**src/rtl/vcmp_pkg.sv**
```systemverilog
package vcmp_pkg;

  typedef enum logic [1:0] {
    ST_IDLE = 2'd0,
    ST_SCAL = 2'd1,
    ST_RUN  = 2'd2
  } ctrlState_t;

  // strobes from control to datapath
  typedef struct packed {
    logic load;        // accept new operation, latch operands
    logic elemEn;      // evaluate one vector element
    logic lastElem;    // current element is the final one
    logic scalarEval;  // evaluate the scalar branch compare
    logic emptyEval;   // zero-length vector: emit empty mask
  } ctrlStrb_t;

  // compare encodings follow the branch function field
  localparam logic [2:0] CMP_EQ  = 3'd0;
  localparam logic [2:0] CMP_NE  = 3'd1;
  localparam logic [2:0] CMP_LT  = 3'd4;
  localparam logic [2:0] CMP_GE  = 3'd5;
  localparam logic [2:0] CMP_LTU = 3'd6;
  localparam logic [2:0] CMP_GEU = 3'd7;

endpackage

```
**src/rtl/vcmp_ctrl.sv**
```systemverilog
module vcmp_ctrl
  import vcmp_pkg::*;
#(
  parameter int XLEN  = 32,
  parameter int VL_W  = 6,
  parameter int IDX_W = 5
) (
  input  logic             clk,
  input  logic             rstN,
  input  logic             start,
  input  logic             vecA,
  input  logic             vecB,
  input  logic [VL_W-1:0]  vecLen,
  output ctrlStrb_t        strb,
  output logic [IDX_W-1:0] elemIdx,
  output logic [VL_W-1:0]  vlEff,
  output logic             busy
);

  localparam logic [VL_W-1:0] VL_MAX = VL_W'(XLEN);

  ctrlState_t       state, nextState;
  logic [IDX_W-1:0] idxR;
  logic [VL_W-1:0]  vlR;
  logic [VL_W-1:0]  vlIn;
  logic             bothScalar;

  assign vlIn       = (vecLen > VL_MAX) ? VL_MAX : vecLen;
  assign bothScalar = !vecA && !vecB;

  always_comb begin
    strb      = '0;
    nextState = state;
    case (state)
      ST_IDLE: begin
        if (start) begin
          strb.load = 1'b1;
          if (bothScalar)        nextState = ST_SCAL;
          else if (vlIn == '0)   strb.emptyEval = 1'b1;
          else                   nextState = ST_RUN;
        end
      end
      ST_SCAL: begin
        strb.scalarEval = 1'b1;
        nextState       = ST_IDLE;
      end
      ST_RUN: begin
        strb.elemEn   = 1'b1;
        strb.lastElem = (VL_W'(idxR) == vlR - 1'b1);
        if (strb.lastElem) nextState = ST_IDLE;
      end
      default: nextState = ST_IDLE;
    endcase
  end

  always_ff @(posedge clk) begin
    if (!rstN) begin
      state <= ST_IDLE;
      idxR  <= '0;
      vlR   <= '0;
    end else begin
      state <= nextState;
      if (strb.load) begin
        idxR <= '0;
        vlR  <= bothScalar ? '0 : vlIn;
      end else if (strb.elemEn && !strb.lastElem) begin
        idxR <= idxR + 1'b1;
      end
    end
  end

  assign elemIdx = idxR;
  assign vlEff   = vlR;
  assign busy    = (state != ST_IDLE);


  idx_step_chk: assert property (@(posedge clk) disable iff (!rstN)
    (state == ST_RUN && !strb.lastElem) |=> (elemIdx == IDX_W'($past(elemIdx) + 1'b1)));


  vl_cap_chk: assert property (@(posedge clk) disable iff (!rstN)
    vlEff <= VL_MAX);


  busy_hold_chk: assert property (@(posedge clk) disable iff (!rstN)
    (state == ST_RUN && !strb.lastElem && start) |=> $stable(vlEff));

endmodule

```
**src/rtl/vcmp_dp.sv**
```systemverilog
module vcmp_dp
  import vcmp_pkg::*;
#(
  parameter int XLEN  = 32,
  parameter int REG_W = 5,
  parameter int VL_W  = 6,
  parameter int IDX_W = 5
) (
  input  logic             clk,
  input  logic             rstN,
  input  ctrlStrb_t        strb,
  input  logic [IDX_W-1:0] elemIdx,
  input  logic [VL_W-1:0]  vlEff,
  input  logic [REG_W-1:0] srcA,
  input  logic [REG_W-1:0] srcB,
  input  logic             vecA,
  input  logic             vecB,
  input  logic [2:0]       cmpOp,
  input  logic [REG_W-1:0] destReg,
  output logic [REG_W-1:0] rdAddrA,
  input  logic [XLEN-1:0]  rdDataA,
  output logic [REG_W-1:0] rdAddrB,
  input  logic [XLEN-1:0]  rdDataB,
  output logic             branchValid,
  output logic             branchTaken,
  output logic             wrEn,
  output logic [REG_W-1:0] wrAddr,
  output logic [XLEN-1:0]  wrData,
  output logic             done
);

  localparam int SUM_W = REG_W + IDX_W;

  logic [REG_W-1:0] baseA, baseB, destR;
  logic             vecAR, vecBR;
  logic [2:0]       opR;
  logic [XLEN-1:0]  maskR;
  logic [SUM_W-1:0] sumA, sumB;
  logic             cmpHit;
  logic [XLEN-1:0]  hitBit;

  function automatic logic cmpEval(input logic [2:0] op,
                                   input logic [XLEN-1:0] a,
                                   input logic [XLEN-1:0] b);
    case (op)
      CMP_EQ:  return a == b;
      CMP_NE:  return a != b;
      CMP_LT:  return $signed(a) <  $signed(b);
      CMP_GE:  return $signed(a) >= $signed(b);
      CMP_LTU: return a <  b;
      CMP_GEU: return a >= b;
      default: return 1'b0;
    endcase
  endfunction

  // element addressing wraps at the register-file size
  assign sumA    = SUM_W'(baseA) + (vecAR ? SUM_W'(elemIdx) : '0);
  assign sumB    = SUM_W'(baseB) + (vecBR ? SUM_W'(elemIdx) : '0);
  assign rdAddrA = sumA[REG_W-1:0];
  assign rdAddrB = sumB[REG_W-1:0];

  assign cmpHit = cmpEval(opR, rdDataA, rdDataB);
  assign hitBit = cmpHit ? (XLEN'(1) << elemIdx) : '0;

  always_ff @(posedge clk) begin
    if (!rstN) begin
      baseA       <= '0;
      baseB       <= '0;
      destR       <= '0;
      vecAR       <= 1'b0;
      vecBR       <= 1'b0;
      opR         <= '0;
      maskR       <= '0;
      branchValid <= 1'b0;
      branchTaken <= 1'b0;
      wrEn        <= 1'b0;
      wrAddr      <= '0;
      wrData      <= '0;
      done        <= 1'b0;
    end else begin
      branchValid <= 1'b0;
      branchTaken <= 1'b0;
      wrEn        <= 1'b0;
      done        <= 1'b0;
      if (strb.load) begin
        baseA <= srcA;
        baseB <= srcB;
        destR <= destReg;
        vecAR <= vecA;
        vecBR <= vecB;
        opR   <= cmpOp;
        maskR <= '0;
      end
      if (strb.emptyEval) begin
        wrEn   <= 1'b1;
        done   <= 1'b1;
        wrAddr <= destReg;
        wrData <= '0;
      end
      if (strb.elemEn) begin
        maskR <= maskR | hitBit;
        if (strb.lastElem) begin
          wrEn   <= 1'b1;
          done   <= 1'b1;
          wrAddr <= destR;
          wrData <= maskR | hitBit;
        end
      end
      if (strb.scalarEval) begin
        branchValid <= 1'b1;
        branchTaken <= cmpHit;
        done        <= 1'b1;
      end
    end
  end


  scalar_nowrite_chk: assert property (@(posedge clk) disable iff (!rstN)
    branchValid |-> !wrEn);


  mask_high_zero_chk: assert property (@(posedge clk) disable iff (!rstN)
    wrEn |-> ((wrData >> vlEff) == '0));


  done_pair_chk: assert property (@(posedge clk) disable iff (!rstN)
    done |-> (wrEn ^ branchValid));


  branch_time_chk: assert property (@(posedge clk) disable iff (!rstN)
    strb.scalarEval |=> (branchValid && done));

endmodule

```
**src/rtl/vcmp_pred_unit.sv**
```systemverilog
module vcmp_pred_unit
  import vcmp_pkg::*;
#(
  parameter int XLEN  = 32,
  parameter int REG_W = 5,
  parameter int VL_W  = $clog2(XLEN + 1),
  parameter int IDX_W = $clog2(XLEN)
) (
  input  logic             clk,
  input  logic             rstN,
  input  logic             start,
  input  logic [REG_W-1:0] srcA,
  input  logic [REG_W-1:0] srcB,
  input  logic             vecA,
  input  logic             vecB,
  input  logic [VL_W-1:0]  vecLen,
  input  logic [2:0]       cmpOp,
  input  logic [REG_W-1:0] destReg,
  output logic [REG_W-1:0] rdAddrA,
  input  logic [XLEN-1:0]  rdDataA,
  output logic [REG_W-1:0] rdAddrB,
  input  logic [XLEN-1:0]  rdDataB,
  output logic             branchValid,
  output logic             branchTaken,
  output logic             wrEn,
  output logic [REG_W-1:0] wrAddr,
  output logic [XLEN-1:0]  wrData,
  output logic             done,
  output logic             busy
);

  ctrlStrb_t        strb;
  logic [IDX_W-1:0] elemIdx;
  logic [VL_W-1:0]  vlEff;

  vcmp_ctrl #(.XLEN(XLEN), .VL_W(VL_W), .IDX_W(IDX_W)) ctrl_i (
    .clk(clk), .rstN(rstN), .start(start), .vecA(vecA), .vecB(vecB),
    .vecLen(vecLen), .strb(strb), .elemIdx(elemIdx), .vlEff(vlEff), .busy(busy)
  );

  vcmp_dp #(.XLEN(XLEN), .REG_W(REG_W), .VL_W(VL_W), .IDX_W(IDX_W)) dp_i (
    .clk(clk), .rstN(rstN), .strb(strb), .elemIdx(elemIdx), .vlEff(vlEff),
    .srcA(srcA), .srcB(srcB), .vecA(vecA), .vecB(vecB), .cmpOp(cmpOp),
    .destReg(destReg), .rdAddrA(rdAddrA), .rdDataA(rdDataA),
    .rdAddrB(rdAddrB), .rdDataB(rdDataB), .branchValid(branchValid),
    .branchTaken(branchTaken), .wrEn(wrEn), .wrAddr(wrAddr), .wrData(wrData),
    .done(done)
  );

endmodule

```
**config.mk**
```make
export PLATFORM = sky130hd
export DESIGN_NAME = vcmp_pred_unit
export DESIGN_NICKNAME = d
export VERILOG_FILES = /design/src/rtl/vcmp_pkg.sv /design/src/rtl/vcmp_ctrl.sv /design/src/rtl/vcmp_dp.sv /design/src/rtl/vcmp_pred_unit.sv
export SDC_FILE = /design/constraint.sdc
export NUM_CORES = 1
export LEC_CHECK = 0
export BUFFER_PORTS_ARGS = -buffer_cell sky130_fd_sc_hd__buf_4
export CORE_ASPECT_RATIO = 1.75
export CORE_MARGIN = 4
export CORE_UTILIZATION = 57
export CTS_CLUSTER_SIZE = 40
export DETAILED_ROUTE_END_ITERATION = 10
export GPL_ROUTABILITY_DRIVEN = 0
export PLACE_DENSITY = 0.88
export REMOVE_ABC_BUFFERS = 1
export SLEW_MARGIN = 15
export SYNTH_ARGS = -nofsm -noshare
export SYNTH_HDL_FRONTEND = slang
export SYNTH_SLANG_ARGS = --single-unit
```
**constraint.sdc**
```tcl
create_clock -name clk -period 6.4 [get_ports clk]
set_clock_uncertainty 0.15 [all_clocks]
set_input_delay 1.92 -clock clk [delete_from_list [all_inputs] [get_ports clk]]
set_output_delay 1.92 -clock clk [all_outputs]
set_load 0.01 [all_outputs]
```
### Word-level counts from Yosys, hierarchy flattened

Cells that the tools add are included.
W data, S select, Z words.

| storage, ports and cells | value |
|---|---|
| bits in registers | 106 |
| latch bits | 0 |
| RAM bits | 0 |
| ROM bits | 0 |
| input port bits | 93 |
| output and inout bits | 52 |
| logic and storage cells | 86 |
| memories kept | 0 |

| cells by class | value |
|---|---|
| $add $sub $neg | 4 |
| multipliers | 0 |
| div/mod/pow operators | 0 |
| $lt $le $gt $ge | 5 |
| equality and inequality tests | 13 |
| shift-type cells | 1 |
| multiplexer cells | 32 |
| bitwise gates (word level) | 2 |
| reduce and logical (&&, ||, !) cells | 13 |

Operator list:

| cell | number |
|---|---|
| $mux W32 | 6 |
| $ge A32 B32 Y1 | 2 |
| $lt A32 B32 Y1 | 2 |
| $eq A32 B32 Y1 | 1 |
| $ne A32 B32 Y1 | 1 |
| $or A32 B32 Y32 | 1 |
| $shl A1 B5 Y32 const A | 1 |
| $mux W5 | 5 |
| $eq A3 B3 Y1 const B | 4 |
| $mux W1 | 12 |
| $mux W6 | 2 |
| $add A5 B5 Y5 | 2 |
| $mux W2 | 5 |
| $eq A5 B6 Y1 | 1 |
| $gt A6 B6 Y1 const B | 1 |
| $logic_not A6 Y1 | 1 |
| $pmux W1 S6 | 1 |
| $sub A6 B1 Y6 const B | 1 |
| $add A5 B1 Y5 const B | 1 |
| $pmux W2 S2 | 1 |
| $reduce_bool A2 Y1 | 2 |
| $eq A3 B1 Y1 const B | 1 |
| $logic_not A1 Y1 | 3 |
| $logic_not A3 Y1 | 1 |
| other kinds (11) | 12 |

### Longest topological paths before layout

Gate-level depths: netlist (run 1).

| logic depth | value |
|---|---|
| depth after elaboration | 11 |
| gate-level depth with buffers | 11 |
| gate-level depth less buffers | 9 |

### Hierarchy

Synthesis (run 1) repeated with hierarchy kept, for this count alone.

| second synthesis, totals | value |
|---|---|
| cell total of the unflattened synthesis | 667 |
| area, all modules | 5839.4 µm² |

By module, submodules not included:

| module | instances | cells an instance | area an instance (µm²) | seq. area each (µm²) |
|---|---|---|---|---|
| vcmp_dp | 1 | 576 | 5072.4 | 1861.8 |
| vcmp_ctrl | 1 | 91 | 767.0 | 260.2 |

### Worst setup path after synthesis (run 1)

Ideal clock, no wire load.

| timing | value |
|---|---|
| path type | input to register |
| from | input port rdDataB[14] |
| to | register dp_i.wrData[11] |
| library setup time | 130 ps |
| arrival time | 3916 ps |
| required time | 6120 ps |
| setup slack | 2203 ps |
| stages | 11 |
| buffers on the path | 2 |
| path through | inv_1 > ha_1 > a21oi_1 > nand2_1 > a22o_1 > o41a_1 > o221a_2 > o21ai_2 > buf_6 > buf_2 > o22ai_1 |

| between the ends | value |
|---|---|
| cells in the longest elaborated chain, start to end | 6 |
| elaborated cells on any way between the ends | 11 |
| those cells by class | 4 x order compare; 2 x eq/ne; 4 x mux; 1 x bitwise |

RTL lines:

| element | RTL line | RTL |
|---|---|---|
| from (decl) | vcmp_pred_unit.sv:22 | `input logic [XLEN-1:0] rdDataB,` |
| $ge A32 B32 Y1, or another cell as far along | vcmp_dp.sv:51 | `CMP_GEU: return a >= b;` |
| $pmux W1 S6 * | vcmp_dp.sv:45 | `case (op)` |
| $mux W32 * | vcmp_dp.sv:63 | `assign hitBit = cmpHit ? (XLEN'(1) << elemIdx) : '0;` |
| $or A32 B32 Y32 * | vcmp_dp.sv:106 | `wrData <= maskR \| hitBit;` |
| $mux W32 * | vcmp_dp.sv:102 | `if (strb.lastElem) begin` |
| $mux W32 * | vcmp_dp.sv:100 | `if (strb.elemEn) begin` |
| to (signal assigned) | vcmp_dp.sv:106 |  |
| to (decl) | vcmp_dp.sv:28 | `output logic [XLEN-1:0] wrData,` |

Mark *: on every way between the ends. The rest lies on a longest branch, timed or not.
A chain may end at the register's enable or synchronous reset.

### Worst setup path after layout (run 1)

| timing | value |
|---|---|
| from | input port rdDataA[14] |
| to | register dp_i.maskR[13] |

| between the ends | value |
|---|---|
| cells in the longest elaborated chain, start to end | 5 |
| elaborated cells on any way between the ends | 10 |
| those cells by class | 4 x order compare; 2 x eq/ne; 3 x mux; 1 x bitwise |

RTL lines:

| element | RTL line | RTL |
|---|---|---|
| from (decl) | vcmp_pred_unit.sv:20 | `input logic [XLEN-1:0] rdDataA,` |
| $ge A32 B32 Y1, or another cell as far along | vcmp_dp.sv:51 |  |
| $pmux W1 S6 * | vcmp_dp.sv:45 |  |
| $mux W32 * | vcmp_dp.sv:63 |  |
| $or A32 B32 Y32 * | vcmp_dp.sv:101 | `maskR <= maskR \| hitBit;` |
| $mux W32 * | vcmp_dp.sv:100 |  |
| to (signal assigned) | vcmp_dp.sv:101 |  |
| to (decl) | vcmp_dp.sv:37 | `logic [XLEN-1:0] maskR;` |

Marked as above.

==> qor.csv, run 1 <==
stage,metric,value,unit
pwr,Worst IR Drop VDD,202,µV
timing,worst-margin pin slew,1190,ps
grt,vias in the first global route,5162,
pwr,Seq pwr share,47.6,%
grt,initial antenna violation count,0,
final_layout,area growth from synthesis to layout,24.8,%
yosys,largest family of logic cells by synthesized area,compound AO/OA/AOI/OAI gates,
yosys,Adder-Cell Fraction of Synth Area,11.3,%
flow_run,max_cap viols,0,
timing,fin crit period,4490,ps
timing,Final Cycle Share,70.1,%
clock_network,clk root buf,clkbuf_16,
yosys,asr flop ratio synth,0,%
pwr,Internal,1.04,mW
yosys,area share of the largest cell type after synthesis,38.0,%
critical_path,CP Data Required Time,6470,ps
placement,HPWL Detailed,10700,µm
yosys,synthesized area per cell,8.44,µm²
clock_network,post_cts resized,0,
yosys,Post-Synthesis Cell Area,5580,µm²
timing,RSZ-0062 raised after global routing,false,
hold_path,Hold Crit Class,register to register,
yosys,Post-synth top flop,dfxtp_1,
clock_network,TritonCTS clock tree,built,
yosys,Synthesis Warnings,0,
timing,Slew headroom,20.6,%
yosys,number of synthesized flops with an enable pin,0,
pwr,Switch Pwr,0.393,mW
yosys,sequential area share after synthesis,38.0,%
route,final wirelength,14800,µm
final_layout,antenna cells,0,
floorplan,I/O pin cnt,145,
yosys,Mapped Cells,661,
floorplan,Initial Utilization,58.6,%
grt,maximum number of pins on one net before global-route repair,39,
clock_network,Worst-Skew Late Latency,350,ps
clock_network,Hold Buf Count CTS,0,
yosys,post-synthesis mux area share,0.897,%
clock_network,setup bufs post-CTS,0,
floorplan,Core ar.,9530,µm²
critical_path,"Max FO, Critical Path",24,
timing,final hold violations,0,
route,Iter 0 DRT Violations,555,
timing,Max Clk Rate,223,MHz
timing,final setup violating endpoints,0,
yosys,"count leader, synth",dfxtp_1,
pwr,PwrDens,206,nW/µm²
clock_network,clock sink count,106,
grt,Tot GR Track Use,25.3,%
pwr,Leakage,3.09,nW
critical_path,"Data arrival, critical path",4560,ps
yosys,xor and xnor area share after synthesis,2.83,%
timing,Slew Limit Fails,0,
pwr,combinational fraction of design power,14.3,%
floorplan,Die ar.,11500,µm²
floorplan,die width,82.8,µm
final_layout,post-layout net count,919,
route,number of remaining DRC errors,0,
yosys,"area leader, netlist",dfxtp_1,
yosys,Netlist cell types,47,
clock_network,H-tree levels,3,
timing,setup TNS,0,ps
pwr,Net Sw Frac,27.4,%
route,drt first pass iters,5,
yosys,Simple-Gate Fraction of Synth Area,17.1,%
final_layout,share of cells above drive strength 1,22.6,%
yosys,"top cells by count, synth","dfxtp_1 (106), nand2_1 (95), inv_1 (61)",
timing,final hold slack,308,ps
route,via count,5332,
yosys,top post-synthesis cells by area,"dfxtp_1 (38%), ha_1 (11%), nand2_1 (6.4%)",
clock_network,clock tree buffer depth,2,
floorplan,std cell rows,47,
pwr,Clk pwr share,38.1,%
clock_network,"Clk pin slew, worst setup/hold paths",80,ps
floorplan,Die Ht,139,µm
pwr,Final Power,1.43,mW
yosys,#FFs+latches synth,106,
critical_path,WS Path Type,primary input to register,
grt,"Remaining Overflow, GRT",0,
grt,first-pass GRT wire length,23300,µm
route,Detail Route Antenna Nets,0,
route,Vias/cell,5.90,
clock_network,Num CTS Buffers,9,
yosys,Compound-Gate Fraction of Synth Area,22.1,%
placement,# port buffers,144,
critical_path,Setup crit end kind,register,
critical_path,Startpoint Class,primary input,
run_status,status,finished clean,
route,drt wl/cell,16.4,µm
## cell families after synthesis
family / Yosys count
AND/OR/NAND/NOR: 201
AO/OA/AOI/OAI: 176
buffers and inverters: 106
flip-flops: 106
adder cells (fa/ha/maj): 49
XOR/XNOR: 18
multiplexers: 5
## critical path: stages
cell	delay, ps
buf_4	110
ha_1	310
nand4_1	170
nor4_1	380
nand2_1	150
and3_4	210
nor4_4	340
o21ai_4	220
buf_4	270
o41ai_1	460
## power groups by stage
stage	combinational, mW	sequential (mW)	clock, mW
after floorplan	0.112	0.695	0
after global placement	0.194	0.697	0
after detailed placement	0.202	0.698	0
after CTS	0.204	0.682	0.551
after global routing	0.226	0.684	0.585
final	0.205	0.682	0.546
## worst paths after layout
path	startpoint	to	slack, ps	cells after the start
worst min register to register	dp_i.destR[1]$_SDFFE_PN0P_	dp_i.destR[1]$_SDFFE_PN0P_	310	2
worst max-delay path	rdDataA[14]	dp_i.maskR[13]$_SDFFE_PN0P_	1910	10
worst min-delay path	dp_i.destR[1]$_SDFFE_PN0P_	dp_i.destR[1]$_SDFFE_PN0P_	310	2
worst max register to register	ctrl_i.vlEff[0]$_SDFFE_PN0P_	dp_i.wrData[14]$_SDFF_PN0_	2490	8
## sequential cells by signal, indices dropped and copies added (netlist names)
register and cells:
ctrl_i.state 2, dp_i.done 1, dp_i.destR 5, ctrl_i.elemIdx 5, dp_i.branchValid 1, dp_i.baseB 5
dp_i.branchTaken 1, dp_i.vecBR 1, dp_i.maskR 32, ctrl_i.vlEff 6, dp_i.opR 3, dp_i.vecAR 1
dp_i.wrAddr 5, dp_i.wrData 32, dp_i.baseA 5, dp_i.wrEn 1
## metrics by stage
stage	utilization, %	worst slack [ps]	instances	area, µm²
global route	73.1	1670	904	6970
floorplan	-	1470	617	5380
CTS	73.1	1920	904	6970
finish	73.1	1910	904	6970
global placement	69.9	1800	888	6660
detailed placement	69.9	1610	888	6660
## cell type report
cell class,instances,area [µm²]
Clock buffer,9,225
Fill cell,712,2560
Clock inverter,7,80.1
Timing Repair Buffer,149,1120
Sequential cell,106,2120
Multi-Input combinational cell,449,3030
Tap cell,122,153
Inverter,62,233
## cells in the final DEF (no fill, tap or decap), types with 18 or more instances in the layout
cell type,count
buf_4,149
o21ai_0,18
nand2_1,95
a22oi_1,29
nor2_1,36
ha_1,47
dfxtp_1,106
inv_1,61
o41ai_1,33
a21oi_1,43
## routing by layer
metal	vias up	track usage, %	wire length (µm)
li1	2582	-	-
met1	2486	28.0	5370
met2	223	45.9	8040
met3	41	4.49	942
met4	0	9.73	483
met5	-	0	0
Power figures use the tool's default switching activity.
==> run 2: changes to the inputs <==
Settings changed: CORE_UTILIZATION 57 to 53, PLACE_DENSITY 0.88 to 0.83.
Clock period 6.4 ns to 4.5 ns, I/O delays scaled along.
==> qor.csv, run 2 (same netlist as run 1, synthesis figures left out) <==
stage,metric,value,unit,change
grt,Tot GR Track Use,23.7,%,-1.5 points
grt,maximum number of pins on one net before global-route repair,43,,+10%
pwr,PwrDens,297,nW/µm²,+44%
timing,Slew Limit Fails,0,,unchanged
critical_path,r2r setup slk,1380,ps,-1110 ps
floorplan,Die Ht,144,µm,+3.5%
route,final wirelength,14700,µm,-0.59%
floorplan,std cell rows,49,,+4.3%
grt,vias in the first global route,5254,,+1.8%
clock_network,"Clk pin slew, worst setup/hold paths",70,ps,about the same
pwr,Worst IR Drop VDD,262,µV,+30%
placement,HPWL Detailed,10900,µm,+2.5%
placement,# port buffers,144,,unchanged
critical_path,"Data arrival, critical path",2360,ps,-2200 ps
floorplan,Die ar.,12300,µm²,+7.0%
critical_path,WS Path Type,register to output pin,,
critical_path,CP Data Required Time,3000,ps,-3470 ps
critical_path,Startpoint Class,register,,
flow_run,max_cap viols,0,,unchanged
timing,worst setup margin,637,ps,-1280 ps
clock_network,Num CTS Buffers,9,,unchanged
pwr,Leakage,3.12,nW,+0.87%
clock_network,post_cts resized,0,,unchanged
clock_network,clk root buf,clkbuf_16,,
timing,final setup violating endpoints,0,,unchanged
final_layout,Sequential Area,2120,µm²,unchanged
route,number of remaining DRC errors,0,,unchanged
grt,first-pass GRT wire length,23900,µm,+2.5%
final_layout,post-layout net count,922,,+0.33%
grt,"Remaining Overflow, GRT",0,,unchanged
final_layout,fin util,68.1,%,-5.0 points
final_layout,"commonest non-fill, non-tap cell in the layout",buf_4,,
critical_path,Setup crit end kind,output pin,,
floorplan,die width,85.6,µm,+3.3%
clock_network,Worst-Skew Late Latency,350,ps,about the same
run_status,status,finished clean,,
timing,setup TNS,0,ps,unchanged
route,drt wl/cell,16.2,µm,-1.5%
floorplan,Core ar.,10300,µm²,+8.1%
critical_path,R2R depth,10,,+2
hold_path,Worst Hold Depth,2,,unchanged
timing,worst-margin pin slew,999,ps,-189 ps
route,Vias/cell,5.76,,-2.4%
timing,final hold violations,0,,unchanged
placement,dpl ws,367,ps,-1250 ps
final_layout,biggest regs,"dp_i.maskR: 32 flops, dp_i.wrData: 32 flops, ctrl_i.vlEff: 6 flops",,
clock_network,clock tree buffer depth,2,,unchanged
timing,final hold slack,308,ps,+0.461 ps
critical_path,"Max FO, Critical Path",8,,-67%
final_layout,Filler cells,851,,+20%
timing,fin crit period,3860,ps,
hold_path,Hold Crit Class,register to register,,
timing,Max Clk Rate,259,MHz,
final_layout,most frequent cells in the layout,"buf_4 (151), dfxtp_1 (106), nand2_1 (95)",,
route,Iter 0 DRT Violations,345,,-38%
final_layout,antenna cells,0,,unchanged
clock_network,H-tree levels,3,,unchanged
clock_network,Hold Buf Count CTS,0,,unchanged
timing,Final Cycle Share,85.8,%,
route,Detail Route Antenna Nets,0,,unchanged
grt,initial antenna violation count,0,,unchanged
final_layout,share of cells above drive strength 1,22.8,%,+0.17 points
final_layout,multi-input logic area,3030,µm²,unchanged
timing,RSZ-0062 raised after global routing,false,,
timing,Slew headroom,33.4,%,+13 points
route,via count,5250,,-1.5%
floorplan,I/O pin cnt,145,,unchanged
clock_network,TritonCTS clock tree,built,,
route,drt first pass iters,5,,unchanged
floorplan,Initial Utilization,54.2,%,-4.4 points
final_layout,area growth from synthesis to layout,25.7,%,
clock_network,setup bufs post-CTS,0,,unchanged
clock_network,clock sink count,106,,unchanged
==> run 2: final timing paths <==
kind	to	from
worst max-delay path	rdAddrA[4]	ctrl_i.elemIdx[0]$_SDFFE_PP0P_
worst min-delay path	dp_i.destR[3]$_SDFFE_PN0P_	dp_i.destR[3]$_SDFFE_PN0P_
worst max register to register	dp_i.wrData[4]$_SDFF_PN0_	ctrl_i.vlEff[0]$_SDFFE_PN0P_
worst min register to register	dp_i.destR[3]$_SDFFE_PN0P_	dp_i.destR[3]$_SDFFE_PN0P_
==> run 2: routing by layer <==
| layer | track usage (%) | wire length, µm | vias up |
|---|---|---|---|
| met3 | 5.16 | 875 | 29 |
| li1 | - | - | 2586 |
| met4 | 8.26 | 341 | 0 |
| met1 | 25.6 | 5460 | 2451 |
| met5 | 0 | 0 | - |
| met2 | 44.8 | 8070 | 184 |
==> run 2: metrics by stage <==
step	cell area, µm²	instances	power, mW
after floorplan	5380	617	1.15
after global placement	6700	896	1.27
after detailed placement	6700	896	1.29
after CTS	7010	912	2.09
after global routing	7010	912	2.17
final	7010	912	2.08
==> run 2: worst max-delay path, cell delays in order (launching register included) <==
cell and delay [ps]:
dfxtp_1 530, and2_1 200, ha_1 180, inv_1 60, fa_1 400, inv_1 80
a21o_1 130, a21oi_1 80, xnor2_1 200, buf_4 150
==> run 2: power by group <==
part / switching, mW / internal [mW] / total [mW] / leakage (nW)
logic: 0.162 / 0.133 / 0.295 / 2.11
registers: 0.0164 / 0.954 / 0.971 / 0.858
clock network: 0.373 / 0.447 / 0.819 / 0.153
total: 0.551 / 1.53 / 2.08 / 3.12
==> run 2: cell type report <==
class / instances / area share (%)
clock buffers: 10 / 3.27
repair buffers: 152 / 16.5
well taps: 127 / 2.27
inverters: 62 / 3.32
flip-flops and latches: 106 / 30.3
multi-input cells: 449 / 43.3
clock inverters: 6 / 1.16
